### src/rtl/hactl_pkg.sv
package hactl_pkg;

   // Bit positions inside the register image
   localparam int CFG_PINS     = 3;
   localparam int POS_CFG_LO   = 0;
   localparam int POS_RSVD     = 3;
   localparam int POS_ACK      = 4;
   localparam int POS_DIR      = 5;
   localparam int POS_REQ      = 6;
   localparam int POS_EN       = 7;
   localparam int POS_ARST     = 8;
   localparam int POS_BOOT     = 9;
   localparam int POS_PAR      = 10;
   localparam int TOP_USED_BIT = POS_PAR;

   // Host-written storage cells
   localparam int N_CELLS   = 4;
   localparam int CELL_EN   = 0;
   localparam int CELL_ARST = 1;
   localparam int CELL_BOOT = 2;
   localparam int CELL_PAR  = 3;

   typedef enum logic [1:0] {
      CK_RW   = 2'd0,
      CK_SET1 = 2'd1,
      CK_WIN  = 2'd2
   } cell_kind_e;

   typedef enum logic [1:0] {
      NET_RSVD = 2'd0,
      NET_TR16 = 2'd1,
      NET_ETH  = 2'd2,
      NET_TR4  = 2'd3
   } net_kind_e;

   typedef enum logic [1:0] {
      PD_OFF  = 2'd0,
      PD_IDLE = 2'd1,
      PD_PEND = 2'd2,
      PD_BUSY = 2'd3
   } pdma_state_e;

   function automatic int cell_pos(input int idx);
      case (idx)
         CELL_EN:   return POS_EN;
         CELL_ARST: return POS_ARST;
         CELL_BOOT: return POS_BOOT;
         default:   return POS_PAR;
      endcase
   endfunction

   function automatic cell_kind_e cell_kind(input int idx);
      case (idx)
         CELL_EN:   return CK_SET1;
         CELL_ARST: return CK_RW;
         default:   return CK_WIN;
      endcase
   endfunction

endpackage

### src/rtl/hactl_cell.sv
module hactl_cell #(
   parameter hactl_pkg::cell_kind_e KIND = hactl_pkg::CK_RW
) (
   input  logic clk,
   input  logic rst_n,
   input  logic rst_val,
   input  logic wr_en,
   input  logic wr_val,
   input  logic win_open,
   output logic q
);
   import hactl_pkg::*;

   logic unused_win;
   assign unused_win = win_open;

   generate
      if (KIND == CK_RW) begin : g_rw
         always_ff @(posedge clk) begin
            if (!rst_n)     q <= rst_val;
            else if (wr_en) q <= wr_val;
         end
      end else if (KIND == CK_SET1) begin : g_set1
         always_ff @(posedge clk) begin
            if (!rst_n)               q <= rst_val;
            else if (wr_en && wr_val) q <= 1'b1;
         end
      end else begin : g_win
         always_ff @(posedge clk) begin
            if (!rst_n)                 q <= rst_val;
            else if (wr_en && win_open) q <= wr_val;
         end
      end
   endgenerate

endmodule

### src/rtl/hactl_pins.sv
module hactl_pins (
   input  logic [hactl_pkg::CFG_PINS-1:0] cfg_pin,
   output hactl_pkg::net_kind_e           net_type
);
   import hactl_pkg::*;

   always_comb begin
      if (!cfg_pin[2]) begin
         net_type = NET_RSVD;
      end else begin
         case (cfg_pin[1:0])
            2'b10:   net_type = NET_TR16;
            2'b01:   net_type = NET_ETH;
            2'b11:   net_type = NET_TR4;
            default: net_type = NET_RSVD;
         endcase
      end
   end

endmodule

### src/rtl/hactl_pdma.sv
module hactl_pdma (
   input  logic                    clk,
   input  logic                    rst_n,
   input  logic                    en,
   input  logic                    wr_en,
   input  logic                    wr_ack,
   input  logic                    req_set,
   input  logic                    req_clr,
   input  logic                    hw_hold_ack,
   output logic                    sw_ack,
   output logic                    req,
   output hactl_pkg::pdma_state_e  state,
   output logic                    irq,
   output logic                    hold_ack
);
   import hactl_pkg::*;

   always_ff @(posedge clk) begin
      if (!rst_n) begin
         sw_ack <= 1'b0;
      end else if (wr_en) begin
         if (!wr_ack)  sw_ack <= 1'b0;
         else if (en)  sw_ack <= 1'b1;
      end
   end

   always_ff @(posedge clk) begin
      if (!rst_n)              req <= 1'b0;
      else if (req_set && en)  req <= 1'b1;
      else if (req_clr)        req <= 1'b0;
   end

   always_comb begin
      if (!en)         state = PD_OFF;
      else if (sw_ack) state = PD_BUSY;
      else if (req)    state = PD_PEND;
      else             state = PD_IDLE;
   end

   assign irq      = (state == PD_PEND);
   assign hold_ack = en ? sw_ack : hw_hold_ack;

endmodule

### src/rtl/hactl_port.sv
module hactl_port #(
   parameter int                ADDR_W   = 4,
   parameter int                DATA_W   = 16,
   parameter logic [ADDR_W-1:0] REG_ADDR = '0
) (
   input  logic              clk,
   input  logic              rst_n,
   input  logic              sel,
   input  logic              we,
   input  logic [ADDR_W-1:0] addr,
   input  logic [DATA_W-1:0] image,
   output logic              wr_hit,
   output logic [DATA_W-1:0] rdata
);
   logic addr_hit;
   logic rd_any;

   assign addr_hit = (addr == REG_ADDR);
   assign wr_hit   = sel && we && addr_hit;
   assign rd_any   = sel && !we;

   always_ff @(posedge clk) begin
      if (!rst_n)      rdata <= '0;
      else if (rd_any) rdata <= addr_hit ? image : '0;
   end

endmodule

### src/rtl/host_adapter_ctl.sv
module host_adapter_ctl #(
   parameter int                ADDR_W   = 4,
   parameter int                DATA_W   = 16,
   parameter logic [ADDR_W-1:0] REG_ADDR = 4'h2
) (
   input  logic              clk,
   input  logic              rst_n,
   input  logic              host_sel,
   input  logic              host_we,
   input  logic [ADDR_W-1:0] host_addr,
   input  logic [DATA_W-1:0] host_wdata,
   output logic [DATA_W-1:0] host_rdata,
   input  logic [2:0]        cfg_pin,
   input  logic              boot_strap,
   input  logic              parity_strap,
   input  logic              dma_req_i,
   input  logic              dma_done_i,
   input  logic              dma_dir_i,
   input  logic              hw_hold_ack_i,
   output logic              adapter_reset_o,
   output logic              boot_sel_o,
   output logic              parity_en_o,
   output logic [1:0]        net_type_o,
   output logic [1:0]        pdma_state_o,
   output logic              pdma_irq_o,
   output logic              hold_ack_o
);
   import hactl_pkg::*;

   localparam int MIN_W = TOP_USED_BIT + 1;

   generate
      if (DATA_W < MIN_W) begin : g_bad_width
         $error("host_adapter_ctl: DATA_W too small for the register layout");
      end
      if (ADDR_W < 1) begin : g_bad_addr
         $error("host_adapter_ctl: ADDR_W must be at least 1");
      end
   endgenerate

   logic                 wr_hit;
   logic [DATA_W-1:0]    image;
   logic [N_CELLS-1:0]   cell_q;
   logic [N_CELLS-1:0]   cell_rst;
   logic                 pdma_en;
   logic                 arst_q;
   logic                 sw_ack;
   logic                 req_q;
   net_kind_e            net_kind;
   pdma_state_e          pd_state;
   logic                 unused_wdata;

   assign unused_wdata = ^host_wdata;

   always_comb begin
      cell_rst            = '0;
      cell_rst[CELL_EN]   = 1'b0;
      cell_rst[CELL_ARST] = 1'b1;
      cell_rst[CELL_BOOT] = boot_strap;
      cell_rst[CELL_PAR]  = parity_strap;
   end

   assign pdma_en = cell_q[CELL_EN];
   assign arst_q  = cell_q[CELL_ARST];

   generate
      for (genvar g = 0; g < N_CELLS; g++) begin : g_cell
         hactl_cell #(
            .KIND (cell_kind(g))
         ) u_cell (
            .clk      (clk),
            .rst_n    (rst_n),
            .rst_val  (cell_rst[g]),
            .wr_en    (wr_hit),
            .wr_val   (host_wdata[cell_pos(g)]),
            .win_open (arst_q),
            .q        (cell_q[g])
         );
      end
   endgenerate

   hactl_pdma u_pdma (
      .clk         (clk),
      .rst_n       (rst_n),
      .en          (pdma_en),
      .wr_en       (wr_hit),
      .wr_ack      (host_wdata[POS_ACK]),
      .req_set     (dma_req_i),
      .req_clr     (dma_done_i),
      .hw_hold_ack (hw_hold_ack_i),
      .sw_ack      (sw_ack),
      .req         (req_q),
      .state       (pd_state),
      .irq         (pdma_irq_o),
      .hold_ack    (hold_ack_o)
   );

   hactl_pins u_pins (
      .cfg_pin  (cfg_pin),
      .net_type (net_kind)
   );

   always_comb begin
      image = '0;
      image[POS_CFG_LO +: CFG_PINS] = cfg_pin;
      image[POS_ACK]                = sw_ack;
      image[POS_DIR]                = dma_dir_i;
      image[POS_REQ]                = req_q;
      for (int i = 0; i < N_CELLS; i++) begin
         image[cell_pos(i)] = cell_q[i];
      end
   end

   hactl_port #(
      .ADDR_W   (ADDR_W),
      .DATA_W   (DATA_W),
      .REG_ADDR (REG_ADDR)
   ) u_port (
      .clk    (clk),
      .rst_n  (rst_n),
      .sel    (host_sel),
      .we     (host_we),
      .addr   (host_addr),
      .image  (image),
      .wr_hit (wr_hit),
      .rdata  (host_rdata)
   );

   assign adapter_reset_o = arst_q;
   assign boot_sel_o      = cell_q[CELL_BOOT];
   assign parity_en_o     = cell_q[CELL_PAR];
   assign net_type_o      = net_kind;
   assign pdma_state_o    = pd_state;

endmodule

### config.mk
export PLATFORM = sky130hd
export DESIGN_NAME = host_adapter_ctl
export DESIGN_NICKNAME = d
export VERILOG_FILES = /design/src/rtl/hactl_pkg.sv /design/src/rtl/hactl_cell.sv /design/src/rtl/hactl_pins.sv /design/src/rtl/hactl_pdma.sv /design/src/rtl/hactl_port.sv /design/src/rtl/host_adapter_ctl.sv
export SDC_FILE = /design/constraint.sdc
export NUM_CORES = 1
export LEC_CHECK = 0
export ABC_AREA = 1
export CAP_MARGIN = 20
export CELL_PAD_IN_SITES_DETAIL_PLACEMENT = 0
export CELL_PAD_IN_SITES_GLOBAL_PLACEMENT = 1
export CORE_AREA = 2 2 73 75
export CTS_CLUSTER_DIAMETER = 100
export DETAILED_ROUTE_END_ITERATION = 10
export DIE_AREA = 0 0 75 77
export GPL_TIMING_DRIVEN = 0
export PLACE_DENSITY_LB_ADDON = 0.1
export REMOVE_ABC_BUFFERS = 1
export SLEW_MARGIN = 20
export SYNTH_ARGS = -nofsm -noshare
export SYNTH_HDL_FRONTEND = slang
export SYNTH_HIERARCHICAL = 1
export SYNTH_SLANG_ARGS = --single-unit
### constraint.sdc
create_clock -name clk -period 1.3 [get_ports clk]
set_input_delay 0.13 -clock clk [delete_from_list [all_inputs] [get_ports clk]]
set_output_delay 0.13 -clock clk [all_outputs]
set_load 0.1 [all_outputs]
==> results.txt, run 1 <==
reg-to-reg endpoint - u_pdma/sw_ack
Top Usage Layer GRT - met2
Sink Count - 22
Max Slew Vio Count - 0
Critical Path, Cell by Cell - nand2_1 > o21ai_1 > buf_6
GR Layer Usage met2 - 18.2%
initial DRC count - 28
layout cells sized above 1 - 29.8%
via count - 1109
post-synth top area cell - dfxtp_1
vias in the first global route - 1028
CTS buffer count - 3
Peak Freq - 774 MHz
DP Cell Count - 280
Critical R2R Launch - g_cell[0].u_cell/q
Post-Synthesis Cells - 164
Worst Path Arrival - 1.16 ns
CTS tree - built
WL/cell - 10.4 um
Crit path largest cell delay - 0.40 ns
Finished Layout Cells - 288
Root Driver - clkbuf_8
first-pass GRT wire length - 4810 um
CTS Buffer Depth - 2
Crit-path slowest cell - edfxtp_1
Worst-Margin Slew - 0.515 ns
Ports - 58
slew margin rel. - 65.7%
clock network power share - 23.4%
DRC Markers - 0
most frequent cells in the layout - nand2_1 (56), inv_1 (30), clkdlybuf4s50_1 (20)
Cell Rows - 26
Core Area - 4980 um2
via-per-instance ratio - 3.85
CP Class - reg -> out
Logic pwr share - 36.1%
Setup crit end kind - output port
crit path time final - 1.29 ns
Distinct cells, synth - 20
Worst R2R Path Depth - 3
final hold violation count - 0
VDD IR max - 0.000660 V
antenna cells - 0
HP Class - in -> reg
Yosys reg bits - 22
CP bufs+invs - 1
final wirelength - 2990 um
die width - 75 um
met1 Track Usage GR - 13.6%
syn avg cell area - 7.41 um2
Final setup viols - 0
# fillers - 547
reg2reg setup slack - 0.44 ns
Pleak - 0.818 nW
Syn. warnings - 6
Tot GR Track Use - 10.8%
DRT antenna net count - 0
Post-synth top flop - dfxtp_1
period utilization - 99.4%
RSZ-0062 raised after global routing - yes
number of H-tree levels - 1
asr flop ratio synth - 0%
Mapped Area - 1210 um2
clk_skew - 0.000440 ns
WP data required - 1.17 ns
Power Internal - 1.12 mW
IO Port Bufs - 46
Seq pwr share - 40.5%
clk slew on worst S/H paths - 0.08 ns
Worst-Skew Late Latency - 0.26 ns
Worst Hold Path EP - u_pdma/req
Congestion Overflow GR - 0
max cap viols - 0
status - finished clean
synth top area cells - dfxtp_1 (30%), nand2_1 (18%), edfxtp_1 (9.9%)
die height - 77 um
antenna violations before repair - 0
Net Switching - 0.763 mW
Worst Hold Depth - 3
Yosys top cell area share - 29.7%
Setup TNS Final - 0 ns
Layout Nets - 252
switching share of total power - 40.6%
top cell family by delay on the critical path - flip-flops
crit start category - flop
Initial Util - 24.4%
pwr/cell area - 1080 nW/um2
largest net degree at the start of global routing - 30
drt first pass iters - 4
commonest non-fill, non-tap cell in the layout - nand2_1
crit path max fanout - 4
total die area - 5780 um2
hold path start - rst_n
global placer's final weighted congestion - 0.721
area grow syn2layout - 43.3%
post-synthesis sequential area ratio - 39.5%
M3 GR Usage - 3.42%
detailed placer's ending HPWL - 1960 um
Post-synth EDFFs - 4
==> area by class of cell <==
type,instances,area [um2],area share (%)
clock buffers,3,41.3,2.37
well taps,70,87.6,5.03
flip-flops and latches,22,485,27.9
multi-input cells,109,583,33.5
inverters,33,124,7.12
repair buffers,50,415,23.9
clock inverters,1,3.75,0.216
==> repair_timing <==
item | 4_1_cts | 5_1_grt
resized for setup | 122 | 25
hold buffers | 0 | 0
gates cloned | 0 | 0
buffers inserted | 4 | 0
pin swaps | 2 | 0
setup endpoints to repair | 51 | 21
==> per-stage QoR <==
stage	worst slack (ns)	hold WS, ns	area [um2]	total power, mW	util [%]
floorplan	-0.662	0.252	1170	1.26	-
global placement	-0.720	0.505	1720	1.46	34.6
detailed placement	-0.730	0.500	1720	1.46	34.6
CTS	-0.0127	0.418	1780	1.91	35.8
global route	-0.0476	0.371	1740	1.98	35.0
finish	0.00780	0.332	1740	1.88	35.0
==> kinds of logic after synthesis <==
group	after synthesis	share of synthesized area (%)
AO/OA/AOI/OAI	20	11.6
other	2	0.618
buffers and inverters	39	15.3
AND/OR/NAND/NOR	81	32.9
flip-flops	22	39.5
==> synth_stat cells (3+ instances only) <==
library cell,instances
nand3_2,9
a21oi_2,10
nand3_1,8
inv_1,30
edfxtp_1,4
a21oi_1,8
inv_2,3
dfxtp_1,18
nand2_1,58
==> power by group through the flow <==
stage               registers (mW)  clock network (mW)  logic (mW)
floorplan                     1.04                   0       0.218
global route                 0.767               0.494       0.720
finish                       0.761               0.441       0.679
detailed placement           0.782                   0       0.682
CTS                          0.765               0.465       0.684
global placement             0.780                   0       0.676
==> worst max-delay path by stage <==
stage	from	to	slack (ns)	depth (start not counted)
2_1_floorplan	g_cell[0].u_cell/q	pdma_state_o[1]	-0.66	2
4_1_cts	g_cell[0].u_cell/q	pdma_state_o[0]	-0.01	3
3_3_place_gp	cfg_pin[2]	net_type_o[0]	-0.72	4
3_5_place_dp	cfg_pin[2]	net_type_o[0]	-0.73	4
5_1_grt	g_cell[0].u_cell/q	pdma_state_o[1]	-0.05	3
6_report	g_cell[0].u_cell/q	pdma_state_o[1]	0.008	3
==> worst reg2reg max path, stage by stage (launching register included) <==
cell	delay (ns)
edfxtp_1	0.44
buf_4	0.17
a21oi_1	0.11
nor2_1	0.05
==> per-layer routing <==
layer	routed length [um]	part of all wire (%)
met2	1460	49
met4	11	0.37
met5	0	0
met1	1330	45
met3	184	6.2
==> state kept, by name (all words and copies together) (netlist names) <==
register and cells:
g_cell.u_cell/q 4, u_pdma/sw_ack 1, u_port/rdata 16, u_pdma/req 1
Note: power is estimated with default switching activity, not from simulation.
==> run 2, diff against run 1 <==
==> constraint.sdc (replaced) <==
create_clock -name clk -period 1.5 [get_ports clk]
set_input_delay 0.15 -clock clk [delete_from_list [all_inputs] [get_ports clk]]
set_output_delay 0.15 -clock clk [all_outputs]
set_load 0.1 [all_outputs]
==> results.txt, run 2 (synthesized netlist as in run 1, its figures left out) <==
total die area - 5780 um2
crit path time final - 1.42 ns
hold path start - rst_n
Largest regs - u_port/rdata x16, g_cell.u_cell/q x4
final wirelength - 2950 um
CP Class - reg -> out
IO Port Bufs - 46
Ports - 58
commonest non-fill, non-tap cell in the layout - nand2_1
reg-to-reg endpoint - g_cell[2].u_cell/q
Layout Nets - 250
detailed placer's ending HPWL - 1960 um
Core Area - 4980 um2
antenna cells - 0
Final Cell Area - 1790 um2
CTS Buffer Depth - 2
vias in the first global route - 1014
pre-CTS setup slack - -0.570 ns
Peak Freq - 705 MHz
crit start category - flop
most frequent cells in the layout - nand2_1 (58), inv_1 (30), clkdlybuf4s50_1 (20)
Top reg by flops - u_port/rdata
top cell family by delay on the critical path - buffers and inverters
Worst-Margin Slew - 0.556 ns
VDD IR max - 0.000567 V
Sink Count - 22
# fillers - 535
DRT antenna net count - 0
Critical R2R Launch - g_cell[1].u_cell/q
WP data required - 1.35 ns
number of H-tree levels - 1
Worst-Skew Late Latency - 0.26 ns
first-pass GRT wire length - 4750 um
status - finished clean
Root Driver - clkbuf_8
Worst Hold Path EP - u_pdma/req
crit path max fanout - 4
die width - 75 um
CTS tree - built
via count - 1114
max cap viols - 0
Final Core Density - 35.9%
Congestion Overflow GR - 0
pwr/cell area - 910 nW/um2
reg2reg setup slack - 0.65 ns
die height - 77 um
Setup crit end kind - output port
Reg area - 480 um2
period utilization - 94.6%
Pleak - 0.781 nW
Worst Path Arrival - 1.27 ns
drt first pass iters - 4
DRC Markers - 0
antenna violations before repair - 0
placed cell area - 1720 um2
Cell Rows - 26
final hold violation count - 0
Worst Slack Setup Final - 0.0809 ns
Initial Util - 24.4%
RSZ-0062 raised after global routing - no
HP Class - in -> reg
CP bufs+invs - 1
Worst Hold Depth - 3
Crit path largest cell delay - 0.58 ns
largest net degree at the start of global routing - 30
Tot GR Track Use - 10.7%
clk_skew - 0.000455 ns
Max Slew Vio Count - 0
clk slew on worst S/H paths - 0.08 ns
initial DRC count - 30
CTS buffer count - 3
global placer's final weighted congestion - 0.721
Worst R2R Path Depth - 2
slew margin rel. - 63.1%
area grow syn2layout - 47.0%
Critical Path, Cell by Cell - clkdlybuf4s15_2
Final setup viols - 0
layout cells sized above 1 - 26.9%
Crit-path slowest cell - clkdlybuf4s15_2
via-per-instance ratio - 3.90
max FFs per register - 16
Multi-input gate area - 571 um2
WL/cell - 10.3 um
run 2: changes by cell type in the layout (fill, tap and decap cells not counted), moves of 2 or more:
cell             previous run  this run
buf_12                      2         0
buf_2                      18         3
nand2_1                    56        58
dfxtp_1                    16        18
nand2_2                     2         0
clkdlybuf4s15_2             0        19
run 2: per-layer routing:
metal | up-vias | wire length (um) | global-route usage [%]
li1 | 589 | - | -
met1 | 488 | 1290 | 13.3
met2 | 35 | 1460 | 18.3
met3 | 2 | 198 | 3.29
met4 | 0 | 11 | 1.61
met5 | - | 0 | 0
run 2: worst min-delay path: stages:
cell and delay [ns]:
buf_2 0.27, inv_1 0.13, a21oi_2 0.04
run 2: cell type report:
type	instances	area share [%]
inverter	33	6.94
timing repair buffer	48	26.8
clock buffer	3	2.31
multi-input combinational	109	32.0
clock inverter	1	0.210
tap	70	4.91
sequential	22	26.9
run 2: power breakdown:
group | switching (mW) | total (mW) | internal (mW)
registers | 0.0238 | 0.663 | 0.639
clock network | 0.199 | 0.382 | 0.183
logic | 0.433 | 0.580 | 0.146
total | 0.657 | 1.62 | 0.968
run 2: metrics by stage:
step / hold slack [ns] / instances / setup TNS (ns) / total power, mW
after floorplan: 0.272 / 164 / -0.783 / 1.09
after global placement: 0.505 / 280 / -11.29 / 1.26
after detailed placement: 0.500 / 280 / -12.24 / 1.27
after CTS: 0.447 / 286 / 0 / 1.65
after global routing: 0.396 / 286 / 0 / 1.71
final: 0.364 / 286 / 0 / 1.62
run 2: worst max path at each step:
stage                            start              end  slack, ns  cells after the start
floorplan           g_cell[0].u_cell/q  pdma_state_o[1]      -0.48                      2
global placement            cfg_pin[2]    net_type_o[0]      -0.56                      4
detailed placement          cfg_pin[2]    net_type_o[0]      -0.57                      4
CTS                         cfg_pin[2]    net_type_o[0]      0.002                      4
global route        g_cell[0].u_cell/q       hold_ack_o       0.01                      4
finish              g_cell[1].u_cell/q  adapter_reset_o       0.08                      1
run 2: timing repair:
item	4_1_cts	5_1_grt
endpoints found under the setup margin	33	3
pin swaps	2	0
hold buffers	0	0
buffers inserted	2	0
gates resized for setup	88	5
==> run 3, diff against run 2 <==
--- a/config.mk
+++ b/config.mk
@@ -6,7 +6,6 @@
 export NUM_CORES = 1
 export LEC_CHECK = 0
 export ABC_AREA = 1
-export CAP_MARGIN = 20
 export CELL_PAD_IN_SITES_DETAIL_PLACEMENT = 0
 export CELL_PAD_IN_SITES_GLOBAL_PLACEMENT = 1
 export CORE_AREA = 2 2 73 75
==> results of run 3 <==
The final DEF is identical to that of run 2; final timing and power are the same.
